`src/rtl/mxb_pkg.sv`:
```
package mxb_pkg;
    typedef enum logic [2:0] {
        ST_IDLE = 3'd0,
        ST_T1   = 3'd1,
        ST_T2   = 3'd2,
        ST_T3   = 3'd3,
        ST_TW   = 3'd4,
        ST_T4   = 3'd5
    } bus_st_t;
endpackage

```
`src/rtl/mxb_fsm.sv`:
```
module mxb_fsm
    import mxb_pkg::*;
(
    input  logic    clk,
    input  logic    rst,
    input  logic    req,
    input  logic    rdy_in,
    output bus_st_t state,
    output logic    take,
    output logic    rdy_done
);
    bus_st_t nxt;

    assign take     = (state == ST_IDLE) && req;
    assign rdy_done = ((state == ST_T3) || (state == ST_TW)) && rdy_in;

    always_comb begin
        nxt = state;
        unique case (state)
            ST_IDLE: nxt = req ? ST_T1 : ST_IDLE;
            ST_T1:   nxt = ST_T2;
            ST_T2:   nxt = ST_T3;
            ST_T3:   nxt = rdy_in ? ST_T4 : ST_TW;
            ST_TW:   nxt = rdy_in ? ST_T4 : ST_TW;
            ST_T4:   nxt = ST_IDLE;
            default: nxt = ST_IDLE;
        endcase
    end

    always_ff @(posedge clk) begin
        if (rst) state <= ST_IDLE;
        else     state <= nxt;
    end

    // a low ready at the end of T3 leads into a wait state
    assert_wait_entry_R6: assert property (@(posedge clk) disable iff (rst)
        (state == ST_T3 && !rdy_in) |=> (state == ST_TW));

    // a wait state persists while ready stays low
    assert_wait_hold_R6: assert property (@(posedge clk) disable iff (rst)
        (state == ST_TW && !rdy_in) |=> (state == ST_TW));

    // T1 always advances to T2
    assert_t1_to_t2_R2: assert property (@(posedge clk) disable iff (rst)
        (state == ST_T1) |=> (state == ST_T2));
endmodule

```
`src/rtl/mxb_reqlat.sv`:
```
module mxb_reqlat #(
    parameter int AW = 20,
    parameter int DW = 16
) (
    input  logic          clk,
    input  logic          rst,
    input  logic          take,
    input  logic          req_wr,
    input  logic          req_byte,
    input  logic          req_io,
    input  logic [AW-1:0] req_addr,
    input  logic [DW-1:0] req_wdata,
    output logic          l_wr,
    output logic          l_byte,
    output logic          l_io,
    output logic [AW-1:0] l_addr,
    output logic [DW-1:0] l_wdata
);
    always_ff @(posedge clk) begin
        if (rst) begin
            l_wr    <= 1'b0;
            l_byte  <= 1'b0;
            l_io    <= 1'b0;
            l_addr  <= '0;
            l_wdata <= '0;
        end else if (take) begin
            l_wr    <= req_wr;
            l_byte  <= req_byte;
            l_io    <= req_io;
            l_addr  <= req_addr;
            l_wdata <= req_wdata;
        end
    end
endmodule

```
`src/rtl/mxb_rdcap.sv`:
```
module mxb_rdcap #(
    parameter int DW = 16
) (
    input  logic          clk,
    input  logic          rst,
    input  logic          cap,
    input  logic [DW-1:0] mux_in,
    output logic [DW-1:0] rdata
);
    always_ff @(posedge clk) begin
        if (rst)      rdata <= '0;
        else if (cap) rdata <= mux_in;
    end
endmodule

```
`src/rtl/mxb_pins.sv`:
```
module mxb_pins
    import mxb_pkg::*;
#(
    parameter int DW   = 16,
    parameter int TOPW = 4,
    localparam int AW  = DW + TOPW
) (
    input  bus_st_t         state,
    input  logic            l_wr,
    input  logic            l_byte,
    input  logic            l_io,
    input  logic [AW-1:0]   l_addr,
    input  logic [DW-1:0]   l_wdata,
    output logic [DW-1:0]   mux_out,
    output logic            mux_oe,
    output logic [TOPW-1:0] top_out,
    output logic            hi_en_n,
    output logic            latch_stb,
    output logic            rdstb_n,
    output logic            wrstb_n,
    output logic            xcvr_en_n,
    output logic            xmit_dir,
    output logic            ack
);
    logic [TOPW-1:0] stat_code;
    assign stat_code = TOPW'({l_io, l_wr, l_byte, 1'b1});

    always_comb begin
        mux_out   = '0;
        mux_oe    = 1'b0;
        top_out   = '0;
        hi_en_n   = 1'b1;
        latch_stb = 1'b0;
        rdstb_n   = 1'b1;
        wrstb_n   = 1'b1;
        xcvr_en_n = 1'b1;
        xmit_dir  = 1'b0;
        ack       = 1'b0;
        unique case (state)
            ST_IDLE: ;
            ST_T1: begin
                latch_stb = 1'b1;
                mux_oe    = 1'b1;
                mux_out   = l_addr[DW-1:0];
                top_out   = l_io ? '0 : l_addr[AW-1:DW];
                hi_en_n   = ~(~l_byte | l_addr[0]);
                xmit_dir  = l_wr;
            end
            ST_T2, ST_T3, ST_TW: begin
                top_out   = stat_code;
                xcvr_en_n = 1'b0;
                xmit_dir  = l_wr;
                mux_oe    = l_wr;
                mux_out   = l_wr ? l_wdata : '0;
                rdstb_n   = l_wr;
                wrstb_n   = ~l_wr;
            end
            ST_T4: begin
                top_out   = stat_code;
                xcvr_en_n = 1'b0;
                xmit_dir  = l_wr;
                mux_oe    = l_wr;
                mux_out   = l_wr ? l_wdata : '0;
                ack       = 1'b1;
            end
            default: ;
        endcase
    end
endmodule

```
`src/rtl/mxb_sequencer.sv`:
```
module mxb_sequencer
    import mxb_pkg::*;
#(
    parameter int DW   = 16,
    parameter int TOPW = 4,
    localparam int AW  = DW + TOPW
) (
    input  logic            clk,
    input  logic            rst,
    input  logic            req,
    input  logic            req_wr,
    input  logic            req_byte,
    input  logic            req_io,
    input  logic [AW-1:0]   req_addr,
    input  logic [DW-1:0]   req_wdata,
    output logic            ack,
    output logic [DW-1:0]   rdata,
    input  logic            rdy_in,
    input  logic [DW-1:0]   mux_in,
    output logic [DW-1:0]   mux_out,
    output logic            mux_oe,
    output logic [TOPW-1:0] top_out,
    output logic            hi_en_n,
    output logic            latch_stb,
    output logic            rdstb_n,
    output logic            wrstb_n,
    output logic            xcvr_en_n,
    output logic            xmit_dir
);
    bus_st_t         state;
    logic            take, rdy_done;
    logic            l_wr, l_byte, l_io;
    logic [AW-1:0]   l_addr;
    logic [DW-1:0]   l_wdata;

    mxb_fsm u_fsm (
        .clk(clk), .rst(rst), .req(req), .rdy_in(rdy_in),
        .state(state), .take(take), .rdy_done(rdy_done)
    );

    mxb_reqlat #(.AW(AW), .DW(DW)) u_lat (
        .clk(clk), .rst(rst), .take(take),
        .req_wr(req_wr), .req_byte(req_byte), .req_io(req_io),
        .req_addr(req_addr), .req_wdata(req_wdata),
        .l_wr(l_wr), .l_byte(l_byte), .l_io(l_io),
        .l_addr(l_addr), .l_wdata(l_wdata)
    );

    mxb_rdcap #(.DW(DW)) u_cap (
        .clk(clk), .rst(rst), .cap(rdy_done && !l_wr),
        .mux_in(mux_in), .rdata(rdata)
    );

    mxb_pins #(.DW(DW), .TOPW(TOPW)) u_pins (
        .state(state), .l_wr(l_wr), .l_byte(l_byte), .l_io(l_io),
        .l_addr(l_addr), .l_wdata(l_wdata),
        .mux_out(mux_out), .mux_oe(mux_oe), .top_out(top_out),
        .hi_en_n(hi_en_n), .latch_stb(latch_stb), .rdstb_n(rdstb_n),
        .wrstb_n(wrstb_n), .xcvr_en_n(xcvr_en_n), .xmit_dir(xmit_dir),
        .ack(ack)
    );

    // acknowledge lasts one clock
    assert_ack_single_R10: assert property (@(posedge clk) disable iff (rst)
        ack |=> !ack);

    // address latch strobe lasts one clock, then transceivers open
    assert_latch_then_xcvr_R3: assert property (@(posedge clk) disable iff (rst)
        latch_stb |=> (!latch_stb && !xcvr_en_n));

    // read and write strobes never overlap
    assert_strobe_excl_R8: assert property (@(posedge clk) disable iff (rst)
        !(!rdstb_n && !wrstb_n));

    // read strobe only with receive direction
    assert_read_dir_R7: assert property (@(posedge clk) disable iff (rst)
        !rdstb_n |-> !xmit_dir);

    // idle state keeps the bus quiet
    assert_idle_quiet_R1: assert property (@(posedge clk) disable iff (rst)
        (state == ST_IDLE) |-> (rdstb_n && wrstb_n && !mux_oe && xcvr_en_n && !ack));

    // after the acknowledge no strobe follows in the next clock
    assert_gap_after_ack_R10: assert property (@(posedge clk) disable iff (rst)
        ack |=> !latch_stb);
endmodule

```
`config.mk`:
```
export PLATFORM = sky130hd
export DESIGN_NAME = mxb_sequencer
export DESIGN_NICKNAME = d
export VERILOG_FILES = /design/src/rtl/mxb_pkg.sv /design/src/rtl/mxb_fsm.sv /design/src/rtl/mxb_reqlat.sv /design/src/rtl/mxb_rdcap.sv /design/src/rtl/mxb_pins.sv /design/src/rtl/mxb_sequencer.sv
export SDC_FILE = /design/constraint.sdc
export NUM_CORES = 1
export LEC_CHECK = 0
export ABC_CLOCK_PERIOD_IN_PS = 1700
export BUFFER_PORTS_ARGS = -buffer_cell sky130_fd_sc_hd__buf_2
export CAP_MARGIN = 15
export CORE_AREA = 2 2 78 80
export CTS_BUF_LIST = sky130_fd_sc_hd__clkbuf_4 sky130_fd_sc_hd__clkbuf_8
export DETAILED_ROUTE_END_ITERATION = 16
export DIE_AREA = 0 0 80 82
export PLACE_DENSITY = 0.77
export SYNTH_ARGS = -nofsm -noshare
export SYNTH_HDL_FRONTEND = slang
export SYNTH_SLANG_ARGS = --single-unit
```
`constraint.sdc`:
```
create_clock -name clk -period 1.7 [get_ports clk]
set_clock_uncertainty 0.1 [all_clocks]
set_input_delay 0.085 -clock clk [delete_from_list [all_inputs] [get_ports clk]]
set_output_delay 0.085 -clock clk [all_outputs]
set_load 0.02 [all_outputs]
```
==> impl_metrics.env, run 1 <==
export IMPL_cp_arrival_ps=1560
export IMPL_internal_power_uw=2980
export IMPL_worstMarginPinSlew_ps=593
export IMPL_grt_max_degree=44
export IMPL_grt_antenna_before_repair=0
export IMPL_rr_startpoint="u_fsm.state[1]"
export IMPL_hold_viol_final=0
export IMPL_viasPerCell=4.99
export IMPL_port_buffers=102
export IMPL_cts_tree="built"
export IMPL_hold_path_depth=4
export IMPL_p_comb_share_pct=26.8
export IMPL_worstSetupPathType="register to output port"
export IMPL_clock_power_share_pct=35.7
export IMPL_critPathMaxStageDelay_ps=360
export IMPL_wirelength_um=7920
export IMPL_vdd_drop_max_mv=0.541
export IMPL_dieArea_um2=6560
export IMPL_grt_pass1_vias=2561
export IMPL_yosysSeqAreaShare_pct=46.2
export IMPL_die_height_um=82
export IMPL_clkLatencyLatePin_ps=330
export IMPL_ioPinCount=103
export IMPL_violations="negative setup slack"
export IMPL_power_per_cell_area_nw_per_um2=964
export IMPL_slew_violations=0
export IMPL_htree_num_levels=3
export IMPL_p_leak_uw=0.00185
export IMPL_reg2reg_depth=5
export IMPL_fp_coreArea_um2=5750
export IMPL_std_cell_rows=28
export IMPL_start_util_pct=43.7
export IMPL_maxCapViolations=0
export IMPL_die_w_um=80
export IMPL_path_cells="xor2_2 -> and2_4 -> buf_12 -> or2_4 -> buf_6"
export IMPL_relSlewSlack_pct=60.5
export IMPL_synth_area_um2=2510
export IMPL_drive_above_1_share_pct=33.1
export IMPL_drtIter0Drc=118
export IMPL_synthCells=303
export IMPL_ant_nets=0
export IMPL_crit_family="simple AND/OR/NAND/NOR gates"
export IMPL_nets=529
export IMPL_finalPower_uw=4160
export IMPL_final_util_pct=75.0
export IMPL_routabilityCongestion=0.737
export IMPL_cts_buffer_depth=2
export IMPL_fin_ws_ps=-43.5
export IMPL_vias=2747
export IMPL_end_kind="output port"
export IMPL_p_switching_uw=1180
export IMPL_synthDistinctLibCells=31
export IMPL_ys_warn_count=0
export IMPL_r2r_end="u_cap.rdata[6]"
export IMPL_min_path_type="input pin to register"
export IMPL_gr_total_overflow=0
export IMPL_hpwl_um=3970
export IMPL_synth_nets=362
export IMPL_hold_path_end="u_fsm.state[0]"
export IMPL_crit_required_ps=1510
export IMPL_rrSetupSlack_ps=10
export IMPL_fmax_mhz=574
export IMPL_hold_start="req"
export IMPL_rsz0062_at_grt="true"
export IMPL_cp_slowest_cell="dfxtp_4"
export IMPL_pwr_share_seq_pct=37.5
export IMPL_cts_sinks=58
export IMPL_startpoint_type="register"
export IMPL_setup_viol_count_final=19
export IMPL_path_buf_inv=2
export IMPL_post_route_min_period_ps=1740
export IMPL_firstDrtPassIters=4
export IMPL_synth_seq_cells=58
export IMPL_wl_per_cell_um=14.4
export IMPL_antennaDiodeCount=0
export IMPL_numCtsBuffers=9
export IMPL_status="complete, but fails checks"
export IMPL_grt_total_usage_pct=23.0
export IMPL_clk_pin_slew_ps=60
export IMPL_period_share_pct=103
export IMPL_crit_fanout=5
export IMPL_avgSynthCellArea_um2=8.29
export IMPL_cts_root_buffer="clkbuf_8"
export IMPL_p_sw_share_pct=28.4
export IMPL_drcViolationCount=0
export IMPL_grt_pass1_wl_um=11700
export IMPL_area_growth_syn_to_layout_pct=71.6
[layout by cell type (no fill, tap or decap), types with 4 or more instances in the layout]
cell and count:
buf_2 81, a21oi_1 42, nand2_1 84, mux2i_1 16, buf_6 25, buf_4 12, dfxtp_1 55, nand2b_1 33
clkbuf_8 12, buf_12 4, a22o_1 16, dlygate4sd3_1 56
[sequential cells by signal (all words and copies together), names as in the netlist]
| register | count |
|---|---|
| u_lat.l_byte | 1 |
| u_lat.l_wr | 1 |
| u_lat.l_wdata | 16 |
| u_lat.l_io | 1 |
| u_lat.l_addr | 20 |
| u_cap.rdata | 16 |
| u_fsm.state | 3 |
[cells in the mapped netlist (all sizes together)]
library cell | count | share of area, %
nor3 | 2 | 0.40
dfxtp | 58 | 46
mux2i | 16 | 6.4
nand2b | 33 | 8.2
a21o | 1 | 0.30
nor3b | 2 | 0.60
a22o | 16 | 5.6
inv | 3 | 0.45
or3b | 1 | 0.35
o21ai | 4 | 0.80
and2 | 1 | 0.25
a31o | 1 | 0.35
a311oi | 1 | 0.35
or4b | 1 | 0.40
nand3b | 1 | 0.30
or2 | 1 | 0.25
nand2 | 84 | 13
xnor2 | 1 | 0.35
and3b | 1 | 0.35
buf | 7 | 1.6
a21oi | 43 | 9.0
nor2b | 1 | 0.25
nor4b | 2 | 0.95
clkbuf | 18 | 2.7
xor2 | 1 | 0.35
o21bai | 2 | 0.60
nor2 | 1 | 0.15
[power groups by stage]
stage                     combinational (uW)  clock (uW)  sequential [uW]
final                                   1110        1480             1560
after global routing                    1210        1560             1570
after CTS                               1070        1500             1550
after detailed placement                 830           0             1590
after global placement                   818           0             1580
after floorplan                          527           0             1570
[layout make-up]
| cell class | count | area, um^2 |
|---|---|---|
| repair buffers | 181 | 1490 |
| fillers | 407 | 1430 |
| multi-input cells | 217 | 1300 |
| flip-flops and latches | 58 | 1170 |
| clock buffers | 12 | 165 |
| well taps | 75 | 93.8 |
| clock inverters | 4 | 72.6 |
| inverters | 3 | 11.3 |
[how the worst max path moves through the flow]
stage	to	from	depth (start not counted)	slack [ps]
2_1_floorplan	u_lat.l_addr[11]	u_fsm.state[1]	6	50
3_3_place_gp	u_cap.rdata[1]	u_fsm.state[2]	4	140
3_5_place_dp	u_cap.rdata[10]	u_fsm.state[2]	4	80
4_1_cts	mux_out[8]	u_fsm.state[1]	6	-70
5_1_grt	mux_oe	u_fsm.state[1]	5	-100
6_report	mux_oe	u_fsm.state[1]	5	-40
[worst register-to-register path, stage by stage (launching register included)]
cell	delay, ps
dfxtp_4	360
buf_4	160
or3b_4	390
a21oi_4	220
buf_12	160
mux2i_1	220
[metal layers]
layer	vias up	part of all wire [%]	global-route usage (%)
met1	1258	39	26.3
met2	135	52	41.8
met5	-	0	0
met3	12	7.3	6.26
li1	1342	-	-
met4	0	1.4	6.95
[timing repair]
item                       in CTS  in global routing
setup endpoints to repair      24                 39
gates resized for setup        53                 16
buffers inserted                7                  1
pin swaps                       2                 10
hold endpoints to repair       56                  0
hold buffers                   56                  0
cloned                          1                  3
[per-stage QoR]
stage | hold WS (ps) | setup TNS, ps | setup WS, ps | instance area, um^2 | std cells
final | 89.0 | -498 | -43.5 | 4310 | 550
after global routing | 95.5 | -1810 | -95.8 | 4310 | 550
after CTS | 74.7 | -868 | -70.6 | 4220 | 548
after floorplan | 121 | 0 | 49.2 | 2510 | 303
after detailed placement | 234 | 0 | 75.8 | 3180 | 468
after global placement | 229 | 0 | 138 | 3180 | 468
[cells by family after synthesis]
logic type | count (synthesis) | share of synthesized area, %
AO/OA/AOI/OAI | 68 | 17.0
XOR/XNOR | 2 | 0.697
buffers and inverters | 28 | 4.73
flip-flops | 58 | 46.2
multiplexers | 16 | 6.37
AND/OR/NAND/NOR | 131 | 25.0
Note: power is estimated with default switching activity, not from simulation.
==> run 2: changes to the inputs <==
--- a/config.mk
+++ b/config.mk
@@ -13,6 +13,7 @@
 export DETAILED_ROUTE_END_ITERATION = 16
 export DIE_AREA = 0 0 80 82
 export PLACE_DENSITY = 0.77
+export RECOVER_POWER = 100
 export SYNTH_ARGS = -nofsm -noshare
 export SYNTH_HDL_FRONTEND = slang
 export SYNTH_SLANG_ARGS = --single-unit
==> run 2 against run 1 <==
Against the previous run:
- the run still ends with negative setup slack left
- clock power hardly changed
- combinational power hardly changed
- non-clock buffer count did not move
- global-route usage is the same
- worst setup slack lost 2.4 ps
- via count fell by 0.87%
- register-to-register slack worse by 40 ps
- critical endpoint is now mux_out[0]
==> impl_metrics.env, run 2 (synthesis results as in run 1) <==
export IMPL_violations="negative setup slack"
export IMPL_dpl_worst_slack_ps=75.8
export IMPL_ioPinCount=103
export IMPL_grt_antenna_before_repair=0
export IMPL_mostFrequentLayoutCell="nand2_1"
export IMPL_fmax_mhz=573
export IMPL_vdd_drop_max_mv=0.539
export IMPL_p_sw_share_pct=28.6
export IMPL_routabilityCongestion=0.737
export IMPL_startpoint_type="register"
export IMPL_fin_area_um2=4280
export IMPL_cts_buffer_depth=2
export IMPL_crit_fanout=9
export IMPL_internal_power_uw=2960
export IMPL_clk_pin_slew_ps=60
export IMPL_area_growth_syn_to_layout_pct=70.2
export IMPL_setup_viol_count_final=27
export IMPL_post_route_min_period_ps=1750
export IMPL_vias=2723
export IMPL_clock_power_share_pct=35.9
export IMPL_grt_pass1_wl_um=11700
export IMPL_std_cell_rows=28
export IMPL_wl_per_cell_um=14.4
export IMPL_fin_ws_ps=-45.8
export IMPL_status="complete, but fails checks"
export IMPL_crit_required_ps=1510
export IMPL_hold_path_end="u_fsm.state[0]"
export IMPL_worstMarginPinSlew_ps=599
export IMPL_reg_largest_list="u_lat.l_addr: 20 flops, u_cap.rdata: 16 flops, u_lat.l_wdata: 16 flops"
export IMPL_fin_worst_hold_slack_ps=83.6
export IMPL_wirelength_um=7930
export IMPL_seq_area_um2=1170
export IMPL_port_buffers=102
export IMPL_period_share_pct=103
export IMPL_p_switching_uw=1180
export IMPL_antennaDiodeCount=0
export IMPL_rsz0062_at_grt="true"
export IMPL_rr_startpoint="u_fsm.state[1]"
export IMPL_grt_pass1_vias=2561
export IMPL_drcViolationCount=0
export IMPL_relSlewSlack_pct=60.1
export IMPL_r2r_end="u_cap.rdata[6]"
export IMPL_top_register="u_lat.l_addr"
export IMPL_hold_viol_final=0
export IMPL_place_area_um2=3180
export IMPL_gr_total_overflow=0
export IMPL_power_per_cell_area_nw_per_um2=968
export IMPL_grt_max_degree=44
export IMPL_ant_nets=0
export IMPL_grt_total_usage_pct=23.0
export IMPL_firstDrtPassIters=5
export IMPL_p_comb_share_pct=26.4
export IMPL_nFillCells=426
export IMPL_hold_start="req"
export IMPL_end_kind="output port"
export IMPL_fp_coreArea_um2=5750
export IMPL_drive_above_1_share_pct=29.1
export IMPL_cts_root_buffer="clkbuf_8"
export IMPL_rrSetupSlack_ps=-30
export IMPL_worstSetupPathType="register to output port"
export IMPL_finalPower_uw=4140
export IMPL_largest_reg_flops=20
export IMPL_cts_tree="built"
export IMPL_pwr_share_seq_pct=37.7
export IMPL_numCtsBuffers=9
export IMPL_start_util_pct=43.7
export IMPL_hpwl_um=3970
export IMPL_maxCapViolations=0
export IMPL_final_cells=550
export IMPL_min_path_type="input pin to register"
export IMPL_nets=529
export IMPL_htree_num_levels=3
export IMPL_cts_sinks=58
export IMPL_viasPerCell=4.95
export IMPL_reg2reg_depth=5
export IMPL_die_w_um=80
export IMPL_multi_input_area_um2=1300
export IMPL_drtIter0Drc=148
export IMPL_p_leak_uw=0.00177
export IMPL_dp_cells=468
export IMPL_slew_violations=0
export IMPL_dieArea_um2=6560
export IMPL_cp_arrival_ps=1560
export IMPL_clkLatencyLatePin_ps=330
export IMPL_hold_path_depth=4
export IMPL_die_height_um=82
export IMPL_mostFrequentLayoutCells="84 x nand2_1, 63 x buf_2, 56 x dlygate4sd3_1, 55 x dfxtp_1, 42 x a21oi_1"
-- run 2: area by class of cell --
class	instances	share of cell area, %
multi-input cells	217	30.4
flip-flops and latches	58	27.4
clock inverters	4	1.70
repair buffers	181	34.1
inverters	3	0.263
clock buffers	12	3.86
well taps	75	2.19
-- run 2: timing repair --
action | 4_1_cts | 5_1_grt
gates cloned | 1 | 3
hold buffers | 56 | 0
setup buffers | 7 | 1
pin swaps | 2 | 10
hold endpoints to repair | 56 | 0
resized for setup | 53 | 16
endpoints found under the setup margin | 24 | 39
-- run 2: worst max path at each step --
stage	cells after the start	startpoint	slack (ps)	end
floorplan	6	u_fsm.state[1]	50	u_lat.l_addr[11]
global placement	4	u_fsm.state[2]	140	u_cap.rdata[1]
detailed placement	4	u_fsm.state[2]	80	u_cap.rdata[10]
CTS	6	u_fsm.state[1]	-70	mux_out[8]
global route	5	u_fsm.state[1]	-100	mux_oe
finish	5	u_fsm.state[1]	-50	mux_out[0]
-- run 2: power groups by stage --
stage	Combinational, uW	Sequential (uW)	Clock [uW]
after global routing	1190	1570	1560
after CTS	1070	1550	1500
final	1090	1560	1480
after floorplan	527	1570	0
after global placement	818	1580	0
after detailed placement	830	1590	0
-- run 2: per-stage QoR --
step / util (%) / TNS [ps]
floorplan: - / 0
global placement: 55.4 / 0
detailed placement: 55.4 / 0
CTS: 73.5 / -868
global route: 74.4 / -2600
finish: 74.4 / -665
-- run 2: worst max-delay path, stage by stage, from the launching register on --
cell,delay [ps]
dfxtp_4,360
xor2_2,170
and2_4,190
clkbuf_16,170
a22o_1,200
buf_6,140
-- run 2: per-layer routing --
layer / track usage, % / share of wire (%) / wire length (um)
met1: 26.3 / 39 / 3100
met2: 41.8 / 53 / 4200
met3: 6.26 / 6.8 / 541
met4: 6.95 / 1.1 / 88
met5: 0 / 0 / 0
==> run 3: changes to the inputs <==
--- a/config.mk
+++ b/config.mk
@@ -8,12 +8,13 @@
 export ABC_CLOCK_PERIOD_IN_PS = 1700
 export BUFFER_PORTS_ARGS = -buffer_cell sky130_fd_sc_hd__buf_2
 export CAP_MARGIN = 15
-export CORE_AREA = 2 2 78 80
-export CTS_BUF_LIST = sky130_fd_sc_hd__clkbuf_4 sky130_fd_sc_hd__clkbuf_8
+export CORE_AREA = 2 2 80 82
+export CTS_BUF_LIST = sky130_fd_sc_hd__clkbuf_8 sky130_fd_sc_hd__clkbuf_16
 export DETAILED_ROUTE_END_ITERATION = 16
-export DIE_AREA = 0 0 80 82
-export PLACE_DENSITY = 0.77
+export DIE_AREA = 0 0 82 84
+export PLACE_DENSITY = 0.74
 export RECOVER_POWER = 100
+export SLEW_MARGIN = 10
 export SYNTH_ARGS = -nofsm -noshare
 export SYNTH_HDL_FRONTEND = slang
 export SYNTH_SLANG_ARGS = --single-unit
==> run 3 against run 2 <==
Against the previous run:
- the flow still finishes with violations (negative setup slack)
- fmax fell by 0.48%
- cell count unchanged
- clock power is 20% lower
- clock-buffer cell count down 3
- critical path depth is the same
- worst hold slack better by 17 ps
- combinational power about the same
- core utilization shrank 6.5 points
- die area increased by 5.0%
- first-iteration DRC count is 25% lower
- critical endpoint is now mux_out[15]
- largest cell class unchanged
- largest power group unchanged
==> impl_metrics.env, run 3 (synthesis results as in run 1) <==
export IMPL_crit_required_ps=1510
export IMPL_p_leak_uw=0.00172
export IMPL_antennaDiodeCount=0
export IMPL_post_route_min_period_ps=1750
export IMPL_reg2reg_depth=5
export IMPL_vdd_drop_max_mv=0.729
export IMPL_end_kind="output port"
export IMPL_worstSetupPathType="register to output port"
export IMPL_gr_total_overflow=0
export IMPL_r2r_end="u_cap.rdata[4]"
export IMPL_relSlewSlack_pct=71.6
export IMPL_mostFrequentLayoutCell="nand2_1"
export IMPL_fp_coreArea_um2=6100
export IMPL_cp_slowest_cell="dfxtp_4"
export IMPL_critPathMaxStageDelay_ps=360
export IMPL_min_path_type="input pin to register"
export IMPL_cts_root_buffer="clkbuf_8"
export IMPL_firstDrtPassIters=4
export IMPL_start_util_pct=41.2
export IMPL_ioPinCount=103
export IMPL_std_cell_rows=29
export IMPL_nets=527
export IMPL_clock_power_share_pct=31.4
export IMPL_cts_sinks=58
export IMPL_grt_antenna_before_repair=0
export IMPL_drtIter0Drc=111
export IMPL_p_comb_share_pct=27.7
export IMPL_cts_buffer_depth=2
export IMPL_internal_power_uw=2650
export IMPL_viasPerCell=4.92
export IMPL_maxCapViolations=0
export IMPL_vias=2708
export IMPL_drive_above_1_share_pct=27.9
export IMPL_tns_ps=-390
export IMPL_path_buf_inv=3
export IMPL_pwr_share_seq_pct=40.9
export IMPL_port_buffers=102
export IMPL_cts_tree="built"
export IMPL_fin_ws_ps=-54.2
export IMPL_setup_viol_count_final=18
export IMPL_hold_viol_final=0
export IMPL_period_share_pct=103
export IMPL_rrSetupSlack_ps=40
export IMPL_mostFrequentLayoutCells="84 x nand2_1, 63 x buf_2, 56 x dlygate4sd3_1, 55 x dfxtp_1, 42 x a21oi_1"
export IMPL_status="complete, but fails checks"
export IMPL_clk_pin_slew_ps=70
export IMPL_wirelength_um=7280
export IMPL_dieArea_um2=6890
export IMPL_endpoint="mux_out[15]"
export IMPL_top_register="u_lat.l_addr"
export IMPL_startpoint_type="register"
export IMPL_p_sw_share_pct=30.3
export IMPL_ant_nets=0
export IMPL_power_per_cell_area_nw_per_um2=920
export IMPL_htree_num_levels=3
export IMPL_largest_reg_flops=20
export IMPL_crit_path_start="u_fsm.state[2]"
export IMPL_grt_pass1_vias=2636
export IMPL_rr_startpoint="u_fsm.state[2]"
export IMPL_crit_fanout=10
export IMPL_grt_max_degree=40
export IMPL_grt_total_usage_pct=20.9
export IMPL_crit_family="buffers and inverters"
export IMPL_die_w_um=82
export IMPL_slew_violations=0
export IMPL_cp_arrival_ps=1570
export IMPL_die_height_um=84
export IMPL_violations="negative setup slack"
export IMPL_path_cells="buf_6 -> nor3b_4 -> buf_6 -> a22o_1 -> buf_6"
export IMPL_worst_path_stages=5
export IMPL_drcViolationCount=0
export IMPL_clkLatencyLatePin_ps=320
export IMPL_rsz0062_at_grt="true"
export IMPL_reg_largest_list="u_lat.l_addr: 20 flops, u_cap.rdata: 16 flops, u_lat.l_wdata: 16 flops"
export IMPL_area_growth_syn_to_layout_pct=64.7
export IMPL_wl_per_cell_um=13.2
export IMPL_hpwl_um=4130
export IMPL_p_switching_uw=1150
export IMPL_cp_common_cell="buf_6"
export IMPL_routabilityCongestion=0.738
export IMPL_finalPower_uw=3810
export IMPL_numCtsBuffers=9
export IMPL_worstMarginPinSlew_ps=425
export IMPL_fmax_mhz=570
export IMPL_grt_pass1_wl_um=11100
run 3: cell count changes in the layout (fill, tap and decap cells not counted), moves of 2 or more:
cell       change
clkinv_2       +3
clkbuf_16      -2
o21ai_0        +2
clkbuf_8       -3
run 3: repair_timing:
item,CTS,global route
endpoints found under the setup margin,23,40
pin swaps,3,5
hold buffers,56,0
cloned,1,2
setup buffers,7,0
endpoints found under the hold margin,56,0
gates resized for setup,53,10
run 3: routing by layer:
layer	routed length, um	track usage [%]	up-vias
met3	294	5.41	18
met4	154	10.6	0
li1	-	-	1338
met5	0	0	-
met1	3000	22.2	1267
met2	3840	37.1	85
run 3: layout make-up:
cell class,count,area (um^2)
fill,479,1960
multi-input combinational,217,1280
clock buffer,9,124
clock inverter,7,61.3
inverter,3,11.3
timing repair buffer,179,1390
sequential,58,1170
tap,77,96.3
run 3: power groups by stage:
stage          sequential (uW)  combinational, uW  clock [uW]
4_1_cts                   1550               1060        1240
2_1_floorplan             1570                527           0
5_1_grt                   1570               1150        1300
6_report                  1560               1060        1190
3_3_place_gp              1580                795           0
3_5_place_dp              1590                814           0
run 3: worst min path at each step:
stage / start / to / slack, ps / depth (start not counted)
floorplan: req_addr[10] / u_lat.l_addr[10] / 120 / 2
global placement: req_wr / u_lat.l_wr / 230 / 3
detailed placement: req_wdata[10] / u_lat.l_wdata[10] / 230 / 3
CTS: req / u_fsm.state[0] / 80 / 4
global route: req / u_fsm.state[0] / 100 / 4
finish: req / u_fsm.state[0] / 100 / 4
run 3: worst min-delay path, stage by stage:
cell	delay (ps)
buf_2	120
o21bai_1	120
a21o_1	100
a21oi_1	50
run 3: through the flow:
step	hold slack (ps)	instances	area (um^2)	setup slack, ps	util [%]
floorplan	121	303	2510	49.2	-
global placement	230	470	3160	153	51.8
detailed placement	232	470	3160	122	51.8
CTS	77.2	550	4150	-101	68.0
global route	101	550	4140	-103	67.9
finish	101	550	4140	-54.2	67.9
